--- config.mk ---
export PLATFORM = sky130hd
export DESIGN_NAME = gcal_seq
export DESIGN_NICKNAME = d
export VERILOG_FILES = /design/src/rtl/gcal_pkg.sv /design/src/rtl/gcal_timer.sv /design/src/rtl/gcal_trim_bank.sv /design/src/rtl/gcal_seq.sv
export SDC_FILE = /design/constraint.sdc
export NUM_CORES = 1
export LEC_CHECK = 0
export ABC_AREA = 1
export BUFFER_PORTS_ARGS = -buffer_cell sky130_fd_sc_hd__buf_2
export CORE_MARGIN = 4
export CORE_UTILIZATION = 45
export CTS_BUF_LIST = sky130_fd_sc_hd__clkbuf_16
export DETAILED_ROUTE_END_ITERATION = 16
export PLACE_DENSITY = 0.72
export SYNTH_ARGS = -nofsm -noshare
export SYNTH_HDL_FRONTEND = slang
export SYNTH_HIERARCHICAL = 1
export SYNTH_SLANG_ARGS = --single-unit
--- constraint.sdc ---
create_clock -name clk -period 1.5 [get_ports clk]
set_input_delay 0.225 -clock clk [delete_from_list [all_inputs] [get_ports clk]]
set_output_delay 0.225 -clock clk [all_outputs]
set_load 0.005 [all_outputs]
--- src/rtl/gcal_pkg.sv ---
package gcal_pkg;

    localparam int NSTAGE_DEF = 3;
    localparam int CODE_W_DEF = 7;
    localparam int SETTLE_DEF = 6;

    typedef enum logic [1:0] {
        PH_APPLY  = 2'd0,
        PH_SETTLE = 2'd1,
        PH_SAMPLE = 2'd2
    } phase_e;

    function automatic logic [CODE_W_DEF-1:0] midscale();
        logic [CODE_W_DEF-1:0] m;
        m = '0;
        m[CODE_W_DEF-1] = 1'b1;
        return m;
    endfunction

endpackage

--- src/rtl/gcal_timer.sv ---
module gcal_timer
    import gcal_pkg::*;
#(
    parameter int NSTAGE = NSTAGE_DEF,
    parameter int CODE_W = CODE_W_DEF,
    parameter int SETTLE = SETTLE_DEF
) (
    input  logic                      clk,
    input  logic                      rst,
    input  logic                      start_i,
    output logic                      busy_o,
    output logic [$clog2(NSTAGE)-1:0] stage_o,
    output logic [$clog2(CODE_W)-1:0] bit_o,
    output phase_e                    phase_o,
    output logic                      finish_o
);
    localparam int BIT_CYC = SETTLE + 2;
    localparam int CNT_W   = $clog2(BIT_CYC);
    localparam int STG_W   = $clog2(NSTAGE);
    localparam int BIT_W   = $clog2(CODE_W);
    localparam logic [CNT_W-1:0] CNT_LAST = CNT_W'(BIT_CYC - 1);

    logic [CNT_W-1:0] cnt;

    always_ff @(posedge clk) begin
        if (rst) begin
            busy_o  <= 1'b0;
            stage_o <= '0;
            bit_o   <= '0;
            cnt     <= '0;
        end else if (!busy_o) begin
            if (start_i) begin
                busy_o  <= 1'b1;
                stage_o <= STG_W'(NSTAGE - 1);
                bit_o   <= BIT_W'(CODE_W - 1);
                cnt     <= '0;
            end
        end else if (cnt == CNT_LAST) begin
            cnt <= '0;
            if (bit_o == '0) begin
                bit_o <= BIT_W'(CODE_W - 1);
                if (stage_o == '0) begin
                    busy_o <= 1'b0;
                end else begin
                    stage_o <= stage_o - 1'b1;
                end
            end else begin
                bit_o <= bit_o - 1'b1;
            end
        end else begin
            cnt <= cnt + 1'b1;
        end
    end

    always_comb begin
        if (cnt == '0)           phase_o = PH_APPLY;
        else if (cnt == CNT_LAST) phase_o = PH_SAMPLE;
        else                      phase_o = PH_SETTLE;
    end

    assign finish_o = busy_o && (cnt == CNT_LAST) && (bit_o == '0) && (stage_o == '0);

endmodule

--- src/rtl/gcal_trim_bank.sv ---
module gcal_trim_bank
    import gcal_pkg::*;
#(
    parameter int NSTAGE = NSTAGE_DEF,
    parameter int CODE_W = CODE_W_DEF
) (
    input  logic                       clk,
    input  logic                       rst,
    input  logic                       apply_i,
    input  logic                       sample_i,
    input  logic                       above_i,
    input  logic [$clog2(NSTAGE)-1:0]  stage_i,
    input  logic [$clog2(CODE_W)-1:0]  bit_i,
    output logic [NSTAGE*CODE_W-1:0]   trim_o
);
    localparam int BIT_W = $clog2(CODE_W);
    localparam logic [BIT_W-1:0] MSB = BIT_W'(CODE_W - 1);

    for (genvar g = 0; g < NSTAGE; g++) begin : g_stage
        logic [CODE_W-1:0] code;
        logic              sel;

        assign sel = (int'(stage_i) == g);

        always_ff @(posedge clk) begin
            if (rst) begin
                code <= midscale();
            end else if (sel && apply_i) begin
                if (bit_i == MSB) begin
                    code <= midscale();
                end else begin
                    code[bit_i] <= 1'b1;
                end
            end else if (sel && sample_i && above_i) begin
                code[bit_i] <= 1'b0;
            end
        end

        assign trim_o[g*CODE_W +: CODE_W] = code;
    end

endmodule

--- src/rtl/gcal_seq.sv ---
module gcal_seq
    import gcal_pkg::*;
#(
    parameter int NSTAGE = NSTAGE_DEF,
    parameter int CODE_W = CODE_W_DEF,
    parameter int SETTLE = SETTLE_DEF
) (
    input  logic                      clk,
    input  logic                      rst,
    input  logic                      start_i,
    input  logic                      cmp_above_i,
    output logic [NSTAGE*CODE_W-1:0]  trim_o,
    output logic [$clog2(NSTAGE)-1:0] stage_sel_o,
    output logic [1:0]                phase_o,
    output logic                      cal_mode_o,
    output logic                      busy_o,
    output logic                      done_o
);
    localparam int BIT_W = $clog2(CODE_W);

    logic             busy;
    logic [BIT_W-1:0] bitpos;
    phase_e           phase;
    logic             finish;

    gcal_timer #(
        .NSTAGE(NSTAGE),
        .CODE_W(CODE_W),
        .SETTLE(SETTLE)
    ) u_timer (
        .clk      (clk),
        .rst      (rst),
        .start_i  (start_i),
        .busy_o   (busy),
        .stage_o  (stage_sel_o),
        .bit_o    (bitpos),
        .phase_o  (phase),
        .finish_o (finish)
    );

    gcal_trim_bank #(
        .NSTAGE(NSTAGE),
        .CODE_W(CODE_W)
    ) u_bank (
        .clk      (clk),
        .rst      (rst),
        .apply_i  (busy && phase == PH_APPLY),
        .sample_i (busy && phase == PH_SAMPLE),
        .above_i  (cmp_above_i),
        .stage_i  (stage_sel_o),
        .bit_i    (bitpos),
        .trim_o   (trim_o)
    );

    always_ff @(posedge clk) begin
        if (rst) done_o <= 1'b0;
        else     done_o <= finish;
    end

    assign busy_o     = busy;
    assign cal_mode_o = busy;
    assign phase_o    = phase;

endmodule

# Word-level counts from Yosys, hierarchy flattened
# Index checks and enable logic that the tools add are counted.
[totals]
reg_bits = 31
output_inout_bits = 28
in_bits = 4
wordCells = 84
[op_classes]
order_cmp = 2
n_bitwise = 7
n_eq_ne = 8
mux = 30
n_reduce_logical = 26
addsub = 3
[op_table]
columns = ["operator", "count"]
rows = [
  ["7-bit 2-to-1 mux", 9],
  ["7-bit AND", 3],
  ["3-bit 2-to-1 mux", 7],
  ["7-bit bitwise OR", 3],
  ["1-bit logical AND", 15],
  ["2-bit 2-to-1 mux", 7],
  ["2-bit nonzero test", 4],
  ["7-bit NOT", 1],
  ["2-bit == test (second input constant)", 3],
  ["3-bit == test (second input constant)", 2],
  ["2-bit zero test", 3],
  ["3-bit zero test", 2],
  ["1-bit 2-to-1 mux", 6],
  ["2-bit inequality test (second input constant)", 3],
  ["3-bit by 4-bit < comparator with 1-bit output (second input constant)", 1],
  ["4-bit AND reduction", 1],
  ["3-bit by 1-bit adder with 3-bit output (second input constant)", 1],
  ["1-bit demux with 3-bit select", 1],
  ["3-bit by 1-bit >= comparator with 1-bit output (second input constant)", 1],
  ["3-bit by 1-bit subtractor with 3-bit output (second input constant)", 1],
  ["2-bit AND reduction", 1],
  ["2-bit by 1-bit subtractor with 2-bit output (second input constant)", 1],
]

# Longest topological paths before layout
# Gate-level depths: netlist of run 1.
[depth]
ltp_word = 9
mapped_depth = 13
mapped_depth_nobuf = 13

# Modules after synthesis
# Netlist of run 1, hierarchy kept.
[modules_own_cells]
columns = ["module", "instances", "area_per_inst_um2", "cells_each", "seq_area_each_um2"]
rows = [
  ["gcal_trim_bank", 1, 1017.2, 148, 420.4],
  ["gcal_timer", 1, 545.5, 72, 180.2],
  ["gcal_seq", 1, 53.8, 9, 20.0],
]

# Worst setup path before layout of run 1
# Ideal clock, no wire load.
[synth_path]
path_type = "reg2reg"
startpoint = "reg u_timer.cnt[0]"
endpoint = "reg u_bank.g_stage[1].code[0]"
stages_incl_launch_ff = 9
setup_slack_ns = -0.229
arrival_time_ns = 1.614
setup_ns = 0.115
period_less_slack_ns = 1.729
path_buffers = 0
required_ns = 1.385
path_cell_list = "dfxtp_1 ha_1 ha_1 nor2_1 nand3_1 nor2_1 nor2_4 nand2_1 nor2_1"
[synth_via]
elab_chain_len = 8
elab_cells_between_ends = 13
classes_between = "2 x eq/ne; 3 x mux; 8 x reduce/logical"
[synth_rtl]
columns = ["item", "line", "rtl"]
rows = [
  ["start, declared", "gcal_timer.sv:23", "logic [CNT_W-1:0] cnt;"],
  ["start signal, assigned", "gcal_timer.sv:51", "cnt <= cnt + 1'b1;"],
  ["3-bit == test", "gcal_timer.sv:57", "else if (cnt == CNT_LAST) phase_o = PH_SAMPLE;"],
  ["2-bit 2-to-1 mux", "gcal_timer.sv:57", ""],
  ["2-bit 2-to-1 mux (*)", "gcal_timer.sv:56", "if (cnt == '0) phase_o = PH_APPLY;"],
  ["named net phase_o[1]", "gcal_seq.sv:14", "output logic [1:0] phase_o,"],
  ["2-bit == test", "gcal_seq.sv:48", ".sample_i (busy && phase == PH_SAMPLE),"],
  ["1-bit logical AND", "gcal_seq.sv:48", ""],
  ["1-bit logical AND (2 in series)", "gcal_trim_bank.sv:34", "end else if (sel && sample_i && above_i) begin"],
  ["2-bit nonzero test (no source line)", "n/a", ""],
  ["end signal, assigned", "gcal_trim_bank.sv:27", "code <= midscale();"],
  ["end signal, assigned", "gcal_trim_bank.sv:30", "code <= midscale();"],
  ["end, declared", "gcal_trim_bank.sv:20", "logic [CODE_W-1:0] code;"],
]
# The timed path passes the listed nets; every way through them passes the cells marked *.
# A chain may end at the register's enable or synchronous reset.

# Final worst setup path of run 1
[layout_path]
startpoint = "reg u_timer.cnt[0]"
endpoint = "reg u_bank.g_stage[1].code[0]"
[layout_via]
elab_chain_len = 8
elab_cells_between_ends = 13
classes_between = "2 x eq/ne; 3 x mux; 8 x reduce/logical"
[layout_rtl]
columns = ["item", "line"]
rows = [
  ["3-bit == test", "gcal_timer.sv:57"],
  ["2-bit 2-to-1 mux", "gcal_timer.sv:57"],
  ["2-bit 2-to-1 mux (*)", "gcal_timer.sv:56"],
  ["2-bit == test", "gcal_seq.sv:48"],
  ["1-bit logical AND", "gcal_seq.sv:48"],
  ["1-bit logical AND (2 in series)", "gcal_trim_bank.sv:34"],
  ["2-bit nonzero test (no source line)", "n/a"],
]
# Mark *: on every way between the ends. The rest lies on a longest branch, timed or not.

==> results of run 1 <==
[stage by stage]
stage                     setup TNS, ps  cell area (µm²)  util [%]  cells
after floorplan                    -202             1680         -    229
after global placement            -2180             1960      58.0    314
after detailed placement          -2040             1960      58.0    314
after CTS                          -946             2260      66.6    326
after global routing              -3250             2380      70.1    327
final                             -1320             2380      70.1    327
[power breakdown]
group,total [µW],internal (µW),switching (µW)
Clock,1120,772,346
Sequential,884,848,35.8
Combinational,375,146,229
Total,2380,1770,612
[cell families after synthesis]
group	Yosys count	share of synthesized area [%]
buf+inv	39	9.91
compound gates	29	10.2
mux	1	0.619
simple gates	122	35.4
fa+ha+maj	7	5.42
flops	31	38.4
[per-layer routing]
layer	vias to the layer above	part of all wire, %	routed length, µm
li1	832	-	-
met1	754	45	1940
met2	39	49	2110
met3	7	5.0	216
met4	0	1.5	63
met5	-	0	0
[area by class of cell]
| class | instances | area, µm² | area share, % |
|---|---|---|---|
| clock buffer | 5 | 125 | 5.26 |
| clock inverter | 3 | 38.8 | 1.63 |
| inverter | 37 | 161 | 6.79 |
| multi-input combinational | 159 | 1070 | 45.2 |
| sequential | 31 | 632 | 26.6 |
| tap | 46 | 57.6 | 2.42 |
| timing repair buffer | 44 | 273 | 11.5 |
| timing repair inverter | 2 | 15.0 | 0.632 |
[synthesized netlist by cell type (2+ instances only)]
master    count  area, µm²
nand2_1      47        176
dfxtp_1      31        621
nor2_1       31        116
inv_1        30        113
nand3_1      28        140
a21oi_1      16       80.1
ha_1          7       87.6
o21bai_1      7       52.6
inv_2         6       22.5
o21ai_0       5       25.0
nand2_2       4       25.0
nor2_4        3       33.8
nand3_2       2       20.0
nor3_2        2       20.0
[state kept, by name, summed over array words and instances (netlist names)]
signal / count
u_bank/g_stage.code: 21
u_timer/busy_o: 1
done_o: 1
u_timer/stage_o: 2
u_timer/cnt: 3
u_timer/bit_o: 3
[worst max path at each step]
stage / startpoint / end / slack (ps)
detailed placement: u_timer/cnt[1] / u_bank/g_stage[0].code[0] / -140
CTS: u_timer/cnt[0] / u_bank/g_stage[1].code[1] / -70
finish: u_timer/cnt[0] / u_bank/g_stage[1].code[0] / -100
global route: u_timer/cnt[0] / u_bank/g_stage[1].code[0] / -210
floorplan: u_timer/cnt[0] / u_bank/g_stage[2].code[0] / -20
global placement: u_timer/cnt[1] / u_bank/g_stage[0].code[1] / -140
[repair_timing]
action | in CTS | in global routing
pin swaps | 6 | 20
endpoints found under the setup margin | 23 | 27
buffers inserted | 2 | 1
gates cloned | 2 | 0
resized for setup | 28 | 31
==> impl_metrics.toml, run 1 <==
[status]
status = "complete, but fails checks"
violations = "setup timing"

[global_routing]
grt_usage_pct = 20.6
gr-total-overflow = 0
use_met1_pct = 25.9
use_met2_pct = 33.6
grt.met3_usage_pct = 5.09
grt_max_degree = 12
busiest_layer = "met2"
grt_pass1_wl_mm = 7.01
antenna_found_initial = 0
grt_pass1_vias = 1525

[critical_path]
path_cells = "inv_4 > ha_4 > mux2i_4 > inv_1 > nand2_2 > nor2_4 > buf_6 > nand3_4 > nor2_4 > nor2_4 > nand2_1 > nor2_1"
slowest_stage = "dfxtp_4"
cp.arrival_ps = 1810
cp_max_fo = 7
reg2reg_depth = 12
cp_common_cell = "nor2_4"
reg2reg_from = "u_timer/cnt[0]"
r2r_setup_slack_ps = -100
critPathTopFamily = "simple AND/OR/NAND/NOR gates"
critPathLaunchType = "flop"
end_kind = "flop"
r2r-end = "u_bank/g_stage[1].code[0]"
max_stage_delay_ps = 370
critical_path_class = "reg2reg"
cp_num_buf_inv = 3
crit_cells = 12
cp.required_ps = 1710

[timing]
finalClockSkew_ps = 2.18
setup_viol = 21
relSlewSlack_pct = 57.1
max_freq_mhz = 624
fin_crit_sh_pct = 107
setup_ws_ps = -104
hold_slack_ps = 293
worst_pin_slew_ps = 641
grt_setup_unrepaired = "yes"
hold_viol = 0
drv_slew = 0
post-route-min-period_ps = 1600

[cells_and_area]
layout-drive-gt1-share_pct = 42.7
mostFrequentLayoutCell = "nand2_1"
fillCellCount = 254
layout.nets = 291
layout_common_cells = "nand2_1 (38), buf_2 (31), inv_1 (27)"
antenna_cells = 0
area_delta_synth_final_pct = 47.1

[route]
first_iter_violations = 130
wire_per_inst_um = 13.3
vias = 1632
drt-total-wl_mm = 4.34
vias_per_cell = 4.99
drc = 0
postRouteAntennaNets = 0
first_pass_iters = 4

[clock_tree]
htreeDepth = 2
cts.sinks = 31
clock_path_buffers = 2
path_clk_slew_ps = 50
clock_latency_ps = 280
numCtsBuffers = 5
cts_tree = "done"
ctsHoldBuffers = 0
cts-root-buf = "clkbuf_16"

[synthesis]
ys.flop_type = "dfxtp_1"
async_reset_ff_share_pct = 0
yosysWarnings = 6
synth_nets = 240
synth_edf_count = 0
synth.distinct_cells = 24
syn_area_per_cell_um2 = 7.06
yosysSeqAreaShare_pct = 38.4
syn_area_um2 = 1620
ys_ff_latch = 31
syn_inst = 229

[hold_path]
hold_path.class = "in2reg"
holdPathStages = 2
holdCritStartpoint = "rst"
holdPathEnd = "done_o"

[die]
chipWidth_um = 67.9
rows = 21
dieArea_um2 = 4620
start_util_pct = 47.7
fp.coreArea_um2 = 3390
ios = 32
die_h_um = 67.9

[pwr]
p_per_area_nw_per_um2 = 1000
power.total_uw = 2380
ir_drop_uv = 685
leakagePower_uw = 0.00113

[place]
port_buffers = 31
pre_cts_ws_ps = -139
place_congestion = 0.794
dp_hpwl_mm = 2.90

[flow_run]
max_cap_viol_count = 0
Note: power is estimated with default switching activity, not from simulation.
==> inputs of run 2 (changes only) <==
--- a/config.mk
+++ b/config.mk
@@ -15,4 +15,3 @@
 export SYNTH_ARGS = -nofsm -noshare
 export SYNTH_HDL_FRONTEND = slang
-export SYNTH_HIERARCHICAL = 1
 export SYNTH_SLANG_ARGS = --single-unit
==> constraint.sdc (replaced) <==
create_clock -name clk -period 1.5 [get_ports clk]
set_input_delay 0.3 -clock clk [delete_from_list [all_inputs] [get_ports clk]]
set_output_delay 0.3 -clock clk [all_outputs]
set_load 0.005 [all_outputs]
==> run 2 against run 1 <==
The run still ends with setup timing left. Worst setup slack better by 91 ps. Routed wire length about the same. Count of clock-buffer cells in the layout did not move. Non-clock buffer count rose by 8.
==> impl_metrics.toml, run 2 <==
[die]
start_util_pct = 47.8
die_h_um = 68.5
chipWidth_um = 68.5
rows = 21
ios = 32
dieArea_um2 = 4690
fp.coreArea_um2 = 3440

[timing]
drv_slew = 0
setup_ws_ps = -12.3
post-route-min-period_ps = 1510
grt_setup_unrepaired = "yes"
setup_viol = 1
max_freq_mhz = 661
finalSetupTns_ps = -12.3
relSlewSlack_pct = 69.4
worst_pin_slew_ps = 457
finalClockSkew_ps = 2.52
hold_viol = 0
fin_crit_sh_pct = 101

[synthesis]
yosysWarnings = 0
synthTopCellsByCount = "nand3_1 (45), dfxtp_1 (31), nand2_1 (28)"
ys.flop_type = "dfxtp_1"
ys_ff_latch = 31
synth_area_leaders = "dfxtp_1 (38%), nand3_1 (14%), ha_1 (7.6%)"
async_reset_ff_share_pct = 0
syn_inst = 218
synth_nets = 232
syn_area_per_cell_um2 = 7.55
synth_edf_count = 0
yosysTopAreaCell = "dfxtp_1"
yosysSeqAreaShare_pct = 37.7
synth.distinct_cells = 25
synth_most_common_cell = "nand3_1"
syn_area_um2 = 1650
yosysTopAreaCellShare_pct = 37.7

[clock_tree]
numCtsBuffers = 5
htreeDepth = 2
clock_path_buffers = 2
cts.sinks = 31
cts_tree = "done"
cts-root-buf = "clkbuf_16"
clock_latency_ps = 280
path_clk_slew_ps = 50
ctsHoldBuffers = 0

[critical_path]
critical_path_class = "reg2out"
cp.arrival_ps = 1210
reg2reg_depth = 8
cp_max_fo = 3
end_kind = "output pin"
cp.required_ps = 1200
critPathLaunchType = "flop"

[place]
place_congestion = 0.819
dp_hpwl_mm = 2.94
port_buffers = 31
pre_cts_ws_ps = -126
placed_cells = 308

[route]
vias = 1678
drc = 0
first_pass_iters = 6
postRouteAntennaNets = 0
vias_per_cell = 5.28
wire_per_inst_um = 13.6
drt-total-wl_mm = 4.34
first_iter_violations = 130

[flow_run]
max_cap_viol_count = 0

[global_routing]
gr-total-overflow = 0
grt_max_degree = 19
antenna_found_initial = 0
grt_usage_pct = 20.2
grt_pass1_vias = 1586
grt_pass1_wl_mm = 7.16

[cells_and_area]
finalNonFillerCells = 318
top_regs = "u_bank.g_stage.code (21), u_timer.bit_o (3), u_timer.cnt (3)"
layout_common_cells = "nand3_1 (44), buf_2 (29), dfxtp_1 (28)"
layout.nets = 285
mostFrequentLayoutCell = "nand3_1"
area_delta_synth_final_pct = 37.4
antenna_cells = 0
largest_register = "u_bank.g_stage.code"
layout-drive-gt1-share_pct = 34.6
largest_register_ffs = 21

[pwr]
ir_drop_uv = 690
p_per_area_nw_per_um2 = 983
leakagePower_uw = 0.00102

[status]
status = "complete, but fails checks"
violations = "setup timing"

[hold_path]
hold_path.class = "in2reg"
holdPathStages = 2
## run 2: cell types whose count changed in the layout (fill, tap and decap cells not counted), sizes merged, moves of 3 or more
cell and delta:
nand2 -20, inv -19, ha +3, o21bai -7
nor2 -4, o21ai -3, nand4 +5, a21oi +7
buf +8, nand3 +16, nor3 +5
## run 2: area by class of cell
| class | instances | area (µm²) |
|---|---|---|
| Clock buffer | 5 | 125 |
| Clock inverter | 3 | 15.0 |
| Fill cell | 295 | 1180 |
| Inverter | 20 | 77.6 |
| Multi-Input combinational cell | 161 | 1020 |
| Sequential cell | 31 | 629 |
| Tap cell | 46 | 57.6 |
| Timing Repair Buffer | 52 | 340 |
## run 2: power by group
| group | switching [µW] | internal (µW) |
|---|---|---|
| logic | 237 | 153 |
| clock network | 354 | 604 |
| registers | 25.3 | 851 |
| total | 616 | 1610 |
## run 2: critical path: stages (launching register included)
cell and delay (ps):
dfxtp_4 370, ha_4 180, nand2_2 80, nand2_4 80, buf_4 100, inv_2 30
buf_6 100
## run 2: cell families after synthesis
logic type                 count (synthesis)  share of synthesized area (%)
and+or+nand+nor                          123                           38.3
adders and majority gates                 10                           7.60
DFF                                       31                           37.7
AOI/OAI and AO/OA                         27                           8.44
buffers and inverters                     27                           7.91
## run 2: final timing paths
kind / slack, ps / to / from
worst max-delay path: -10 / phase_o[0] / u_timer.cnt[0]
worst min-delay path: 290 / u_timer.cnt[1] / rst
worst max register to register: 50 / u_bank.g_stage[0].code[4] / u_timer.cnt[0]
worst min register to register: 460 / u_bank.g_stage[0].code[6] / u_bank.g_stage[0].code[6]
## run 2: repair_timing
action	CTS	global route
gates resized for setup	17	20
buffers inserted	1	1
pin swaps	3	34
setup endpoints to repair	23	22
cloned	0	1
endpoints found under the hold margin	0	0
## run 2: stage by stage
| step | power (µW) | utilization (%) | hold slack [ps] | area, µm² |
|---|---|---|---|---|
| after global routing | 2310 | 65.7 | 301 | 2260 |
| after detailed placement | 1230 | 56.7 | 443 | 1950 |
| final | 2220 | 65.7 | 286 | 2260 |
| after global placement | 1220 | 56.7 | 445 | 1950 |
| after floorplan | 1120 | - | 369 | 1650 |
| after CTS | 2190 | 62.7 | 284 | 2160 |
## run 2: per-layer routing
layer / wire length [µm] / vias up / global-route usage, %
li1: - / 846 / -
met1: 1920 / 760 / 27.0
met2: 2030 / 56 / 30.5
met3: 279 / 16 / 5.09
met4: 108 / 0 / 8.19
met5: 0 / - / 0
